<file path="src/rtl/ddac_pkg.sv">
package ddac_pkg;
  localparam int NUM_CH   = 2;
  localparam int NUM_STRB = 5;
  // bit positions of the strobe bundle fed to the synchroniser
  localparam int S_CS  = 0;
  localparam int S_WR  = 1;
  localparam int S_LD  = 2;
  localparam int S_CLR = 3;
  localparam int S_PD  = 4;
  typedef enum logic {CH_A = 1'b0, CH_B = 1'b1} chan_e;
endpackage

</file>
<file path="src/rtl/ddac_sync.sv">
module ddac_sync #(
  parameter int          W      = 1,
  parameter int          STAGES = 2,
  parameter logic [W-1:0] RST_VAL = '0
) (
  input  logic         clk,
  input  logic         rst,
  input  logic [W-1:0] d_i,
  output logic [W-1:0] q_o
);
  logic [W-1:0] stg [STAGES];

  for (genvar s = 0; s < STAGES; s++) begin : g_stage
    if (s == 0) begin : g_first
      always_ff @(posedge clk) begin
        if (rst) stg[s] <= RST_VAL;
        else     stg[s] <= d_i;
      end
    end else begin : g_next
      always_ff @(posedge clk) begin
        if (rst) stg[s] <= RST_VAL;
        else     stg[s] <= stg[s-1];
      end
    end
  end

  assign q_o = stg[STAGES-1];
endmodule

</file>
<file path="src/rtl/ddac_chan.sv">
module ddac_chan #(
  parameter int DW = 8
) (
  input  logic          clk,
  input  logic          rst,
  input  logic          wr_en,
  input  logic [DW-1:0] wr_data,
  input  logic          upd_en,
  input  logic          ld_all,
  input  logic          clr,
  output logic [DW-1:0] code_o
);
  logic [DW-1:0] in_q;
  logic [DW-1:0] out_q;

  always_ff @(posedge clk) begin
    if (rst) begin
      in_q  <= '0;
      out_q <= '0;
    end else begin
      if (wr_en) in_q <= wr_data;
      if (clr)         out_q <= '0;
      else if (upd_en) out_q <= wr_data;
      else if (ld_all) out_q <= in_q;
    end
  end

  assign code_o = out_q;

  // staging register moves only on a write
  a_r3_stage_hold: assert property (@(posedge clk) disable iff (rst)
    !wr_en |=> $stable(in_q));
  // no load, update or clear leaves the live code alone
  a_r4_live_hold: assert property (@(posedge clk) disable iff (rst)
    (!ld_all && !upd_en && !clr) |=> $stable(code_o));
  // load copies the staged value
  a_r5_load_copy: assert property (@(posedge clk) disable iff (rst)
    (ld_all && !upd_en && !clr) |=> code_o == $past(in_q));
  // transparent update takes the new bus value
  a_r6_transparent: assert property (@(posedge clk) disable iff (rst)
    (upd_en && !clr) |=> code_o == $past(wr_data));
  // clear forces zero whatever else happens
  a_r7_clear_zero: assert property (@(posedge clk) disable iff (rst)
    clr |=> code_o == '0);
endmodule

</file>
<file path="src/rtl/dual_dac_front.sv">
module dual_dac_front
  import ddac_pkg::*;
#(
  parameter int DW     = 8,
  parameter int STAGES = 2
) (
  input  logic          clk,
  input  logic          rst,
  input  logic [DW-1:0] bus_i,
  input  logic          sel_b,
  input  logic          cs_n,
  input  logic          wr_n,
  input  logic          load_n,
  input  logic          clr_n,
  input  logic          pdn_n,
  output logic [DW-1:0] code_a_o,
  output logic [DW-1:0] code_b_o,
  output logic          pd_o
);
  localparam int PW = DW + 1;

  logic [NUM_STRB-1:0] strb_raw, strb_s;
  logic [PW-1:0]       pay_raw, pay_s;

  assign strb_raw[S_CS]  = cs_n;
  assign strb_raw[S_WR]  = wr_n;
  assign strb_raw[S_LD]  = load_n;
  assign strb_raw[S_CLR] = clr_n;
  assign strb_raw[S_PD]  = pdn_n;
  assign pay_raw         = {sel_b, bus_i};

  ddac_sync #(.W(NUM_STRB), .STAGES(STAGES), .RST_VAL({NUM_STRB{1'b1}})) u_strb_sync (
    .clk(clk), .rst(rst), .d_i(strb_raw), .q_o(strb_s));

  ddac_sync #(.W(PW), .STAGES(STAGES), .RST_VAL('0)) u_pay_sync (
    .clk(clk), .rst(rst), .d_i(pay_raw), .q_o(pay_s));

  logic          act, prv_act, prv_ld;
  logic          wend, ld_fall, ld_low, clr_act;
  logic [DW-1:0] held_data;
  chan_e         held_sel;

  assign act     = !strb_s[S_CS] && !strb_s[S_WR];
  assign wend    = prv_act && !act;
  assign ld_fall = prv_ld && !strb_s[S_LD];
  assign ld_low  = !strb_s[S_LD];
  assign clr_act = !strb_s[S_CLR];

  always_ff @(posedge clk) begin
    if (rst) begin
      prv_act   <= 1'b0;
      prv_ld    <= 1'b1;
      held_data <= '0;
      held_sel  <= CH_A;
      pd_o      <= 1'b0;
    end else begin
      prv_act <= act;
      prv_ld  <= strb_s[S_LD];
      pd_o    <= !strb_s[S_PD];
      if (act) begin
        held_data <= pay_s[DW-1:0];
        held_sel  <= chan_e'(pay_s[DW]);
      end
    end
  end

  logic [NUM_CH-1:0] wr_en, upd_en;
  logic [DW-1:0]     codes [NUM_CH];

  for (genvar i = 0; i < NUM_CH; i++) begin : g_ch
    assign wr_en[i]  = wend && (held_sel == chan_e'(i));
    assign upd_en[i] = wr_en[i] && ld_low;
    ddac_chan #(.DW(DW)) u_chan (
      .clk(clk), .rst(rst),
      .wr_en(wr_en[i]), .wr_data(held_data),
      .upd_en(upd_en[i]), .ld_all(ld_fall), .clr(clr_act),
      .code_o(codes[i]));
  end

  assign code_a_o = codes[0];
  assign code_b_o = codes[1];

  // a write touches at most one channel
  a_r2_one_channel: assert property (@(posedge clk) disable iff (rst)
    $onehot0(wr_en));
  // power-down request raises the flag
  a_r8_pd_flag: assert property (@(posedge clk) disable iff (rst)
    !strb_s[S_PD] |=> pd_o);
endmodule

</file>
<file path="config.mk">
export PLATFORM = sky130hd
export DESIGN_NAME = dual_dac_front
export DESIGN_NICKNAME = d
export VERILOG_FILES = /design/src/rtl/ddac_pkg.sv /design/src/rtl/ddac_sync.sv /design/src/rtl/ddac_chan.sv /design/src/rtl/dual_dac_front.sv
export SDC_FILE = /design/constraint.sdc
export NUM_CORES = 1
export LEC_CHECK = 0
export BUFFER_PORTS_ARGS = -buffer_cell sky130_fd_sc_hd__buf_2
export CAP_MARGIN = 40
export CORE_MARGIN = 5
export CORE_UTILIZATION = 34
export DETAILED_ROUTE_END_ITERATION = 10
export GPL_TIMING_DRIVEN = 0
export SYNTH_ARGS = -nofsm -noshare
export SYNTH_HDL_FRONTEND = slang
export SYNTH_SLANG_ARGS = --single-unit
export TNS_END_PERCENT = 20
</file>
<file path="constraint.sdc">
create_clock -name clk -period 1.1 [get_ports clk]
set_input_delay 0.11 -clock clk [delete_from_list [all_inputs] [get_ports clk]]
set_output_delay 0.11 -clock clk [all_outputs]
set_load 0.05 [all_outputs]
</file>
[Word-level counts from Yosys, hierarchy flattened]
Memory sizes are Yosys's and may differ from the RTL's. A register that Yosys moved wholly into a read port is not among the register bits.
Index checks and enable logic that the tools add are counted.
Storage, ports and cells
  memory bits (writable): 28
  memories: 2
  input port bits: 16
  output and inout port bits: 17
  logic and storage cells: 41
  register bits after elaboration: 35
Memories
  u_pay_sync.stg: depth 2, width 9, read ports 2, clocked after memory_dff 1, write ports 2, RTL line ddac_sync.sv:11  | logic [W-1:0] stg [STAGES];
  u_strb_sync.stg: depth 2, width 5, read ports 2, clocked after memory_dff 0, write ports 2, RTL line ddac_sync.sv:11
Operators by class
  muxes and demuxes: 11
  reductions and logical operators: 15
  bitwise gates (word level): 6
Operators by type and width (count)
  $mux 8: 4
  $mux 9: 2
  $mux 5: 2
  $logic_and 1x1->1: 7
  $logic_not 1->1: 5
  $or 1x1->1: 4
  $reduce_bool 2->1: 2
  $mux 1: 3
  $not 1->1: 2
  $reduce_or 2->1: 1

[Longest topological paths before layout]
  depth in word-level cells: 7
  gate-level depth with buffers: 5
  mapped depth without buffers: 3

[Modules after synthesis]
Synthesis repeated with hierarchy kept, for this count alone.
Unflattened totals
  cells, all modules: 235
  area total of the unflattened synthesis: 2683.8 um^2
By module, submodules not included
  ddac_chan: cells an instance 61, instances 2, area an instance 723.2 um^2, seq. area each 320.3 um^2
  ddac_sync at u_pay_sync: cells an instance 37, instances 1, area an instance 489.2 um^2, seq. area each 360.3 um^2
  dual_dac_front: cells an instance 56, instances 1, area an instance 485.5 um^2, seq. area each 240.2 um^2
  ddac_sync at u_strb_sync: cells an instance 20, instances 1, area an instance 262.8 um^2, seq. area each 200.2 um^2

[Worst setup path after synthesis]
OpenSTA, ideal clock, no wires.
  path type: register to register
  from: mem u_strb_sync.stg[1][0] (netlist name)
  to: reg g_ch[1].u_chan.out_q[7]
  period minus slack after synthesis: 1128 ps
  data required time: 971 ps
  stages on the path, launching flop included: 4
  arrival time: 999 ps
  path buffers: 0
  slack: -28 ps
  setup time: 129 ps
  path through: dfxtp_1 o211a_4 a221oi_2 o32ai_1
RTL lines
  start: declaration: RTL line ddac_sync.sv:11
  end signal: assignment: RTL line ddac_chan.sv:23  | else if (upd_en) out_q <= wr_data;
  end signal: assignment: RTL line ddac_chan.sv:24  | else if (ld_all) out_q <= in_q;
  end: declaration: RTL line ddac_chan.sv:14  | logic [DW-1:0] out_q;

==> flow_summary.json <==
{
  "r2r_end": "g_ch[1].u_chan.code_o[7]",
  "met2_length_mm": 3.06,
  "cts_buffer_depth": 2,
  "die_area_sq_um": 10100,
  "cp-endpoint": "g_ch[1].u_chan.code_o[7]",
  "synth_top_cell_by_area": "dfxtp_1",
  "numPortBuffers": 32,
  "synth_area_per_cell_sq_um": 9.04,
  "wl_per_cell_um": 13.2,
  "cts_made_buffers": 9,
  "num_rows": 33,
  "die_y_um": 100,
  "seq_area_frac_synth_pct": 51.9,
  "antenna_left": 0,
  "clock_sinks": 72,
  "pre_cts_ws_ns": -0.242,
  "n_antenna_cell": 0,
  "synth_edf_count": 0,
  "drv_slew": 0,
  "wl_met1_mm": 2.80,
  "crit_fanout": 6,
  "finalPower_mw": 4.96,
  "synth_area_leaders": "dfxtp_1 (52%), nor2b_1 (7.4%), nand2_1 (6.6%)",
  "grt_max_degree": 14,
  "cts_tree": "done",
  "htreeDepth": 3,
  "drt_pass1_iterations": 4,
  "netlist_top_cells_count": "dfxtp_1 (72), nand2_1 (49), nor2b_1 (33)",
  "synth_warnings": 0,
  "ys_types": 28,
  "nets": 388,
  "hold_viol": 0,
  "required_ns": 1.32,
  "critPathKind": "reg -> reg",
  "async_reset_ff_share_pct": 0,
  "ir_drop_mv": 0.868,
  "worstPathArrival_ns": 1.37,
  "status": "finished, violations left",
  "dp_hpwl_mm": 4.35,
  "grt_usage_pct": 13.0,
  "vias_per_cell": 4.89,
  "fp.coreArea_sq_um": 8090,
  "fin_area_sq_um": 3670,
  "cp-start-kind": "register",
  "grt_pass1_vias": 2202,
  "clock.fmax_ghz": 0.868,
  "r2r_start": "u_strb_sync.stg[1][0]",
  "r2r_setup_slack_ns": -0.05,
  "ctsRootBufferMaster": "clkbuf_8",
  "end_kind": "register",
  "hp-class": "in -> reg",
  "fp.dieW_um": 100,
  "setup_viol": 9,
  "synth_most_common_cell": "dfxtp_1",
  "grt_setup_unrepaired": "true",
  "grt_pass1_wl_mm": 10.5,
  "violations": "setup timing",
  "rr_worst_depth": 3,
  "top_layer_used": "met4",
  "fin_cells": 482,
  "drive_above_1_share_pct": 28.1,
  "clock_skew_ns": 0.00857,
  "relSlewSlack_pct": 69.6,
  "ys.flop_type": "dfxtp_1",
  "antenna_found_initial": 0,
  "synth_nets": 323,
  "fin_crit_sh_pct": 105,
  "gp_congestion": 0.891,
  "placed_area_sq_um": 3070,
  "setup.worst_path.start": "u_strb_sync.stg[1][0]",
  "initial_utilization_pct": 34.3,
  "ys_ff_latch": 72,
  "drt_iter0_markers": 119,
  "syn-instance-count": 307,
  "wirelength_mm": 6.35,
  "post-route-min-period_ns": 1.15,
  "leakagePower_nw": 1.37,
  "via_count": 2356,
  "drc": 0,
  "clk_latency_ns": 0.34,
  "synthesis.area_sq_um": 2780,
  "p_per_area_nw_per_um2": 1350,
  "place_inst": 444,
  "finalWorstSetupSlack_ns": -0.0518,
  "maxCapViolations": 0,
  "wl_met3_um": 370,
  "ioPinCount": 33,
  "grt_overflow": 0,
  "area_delta_synth_final_pct": 32.3,
  "clk_pin_slew_ns": 0.08,
  "tightest_slew_ns": 0.456,
  "synth_top_area_share_pct": 51.9
}
==> cell type report <==
type                            instances  area (sq um)
Fill cell                             801          4420
Sequential cell                        72          1460
Multi-Input combinational cell        210          1260
Timing Repair Buffer                   55           422
Buffer                                 22           194
Tap cell                              105           131
Clock buffer                           10           128
Clock inverter                          6          67.6
Inverter                                2          10.0
==> metal layers <==
layer  track usage, %  vias up
met4             5.91        0
li1                 -     1195
met1             16.1     1081
met5                0        -
met2             21.0       70
met3             3.41       10
==> through the flow <==
stage	TNS [ns]	hold slack [ns]	utilization (%)
2_1_floorplan	0	0.207	-
6_report	-0.171	0.196	45.4
5_1_grt	-1.51	0.230	45.4
4_1_cts	-0.439	0.224	43.3
3_5_place_dp	-5.93	0.295	37.9
3_3_place_gp	-5.66	0.289	37.9
==> power by group <==
| group | leakage [nW] | switching [mW] | total, mW | internal [mW] |
|---|---|---|---|---|
| clock | 0.0933 | 1.00 | 2.06 | 1.06 |
| combinational | 0.689 | 0.107 | 0.224 | 0.117 |
| sequential | 0.587 | 0.0249 | 2.67 | 2.65 |
==> registers in the layout, indices dropped and copies added (netlist names), 8 cells and up <==
signal / count
g_ch.u_chan.in_q: 16
held_data: 8
g_ch.u_chan.code_o: 16
u_pay_sync.stg: 18
u_strb_sync.stg: 10
==> how the worst min path moves through the flow <==
stage	startpoint	endpoint	slack [ns]	cells past startpoint
2_1_floorplan	load_n	u_strb_sync.stg[0][2]	0.21	1
3_3_place_gp	clr_n	u_strb_sync.stg[0][3]	0.29	2
3_5_place_dp	pdn_n	u_strb_sync.stg[0][4]	0.29	2
4_1_cts	rst	u_pay_sync.stg[0][7]	0.22	3
5_1_grt	rst	g_ch[1].u_chan.code_o[2]	0.23	3
6_report	rst	g_ch[1].u_chan.code_o[2]	0.20	3
==> worst max-delay path, stage by stage, from the launching register on <==
cell      delay, ns
dfxtp_4        0.39
o211a_4        0.28
a221oi_2       0.26
o32ai_2        0.10
==> what timing repair did <==
item,in CTS,in global routing
hold endpoints to repair,14,0
buffers inserted,3,3
setup endpoints to repair,38,52
hold buffers,14,0
resized for setup,29,42
pin swaps,17,21
gates cloned,0,3
==> cell families after synthesis <==
family                 after synthesis  synth area share (%)
AO/OA/AOI/OAI                       71                  15.6
flip-flops                          72                  51.9
buffers and inverters               25                  5.05
AND/OR/NAND/NOR                    139                  27.5
==> placed cells by master (no fill, tap or decap), types with 9 or more instances in the layout <==
master / count
o21ai_1: 15
dlygate4sd3_1: 14
clkbuf_8: 10
nand3_1: 13
a21oi_1: 23
and3b_1: 16
nand2_1: 49
nor2b_1: 33
buf_2: 23
clkbuf_4: 11
buf_6: 13
buf_4: 9
a31oi_1: 15
dfxtp_1: 66
No activity file was read; power rests on OpenSTA's default activity.
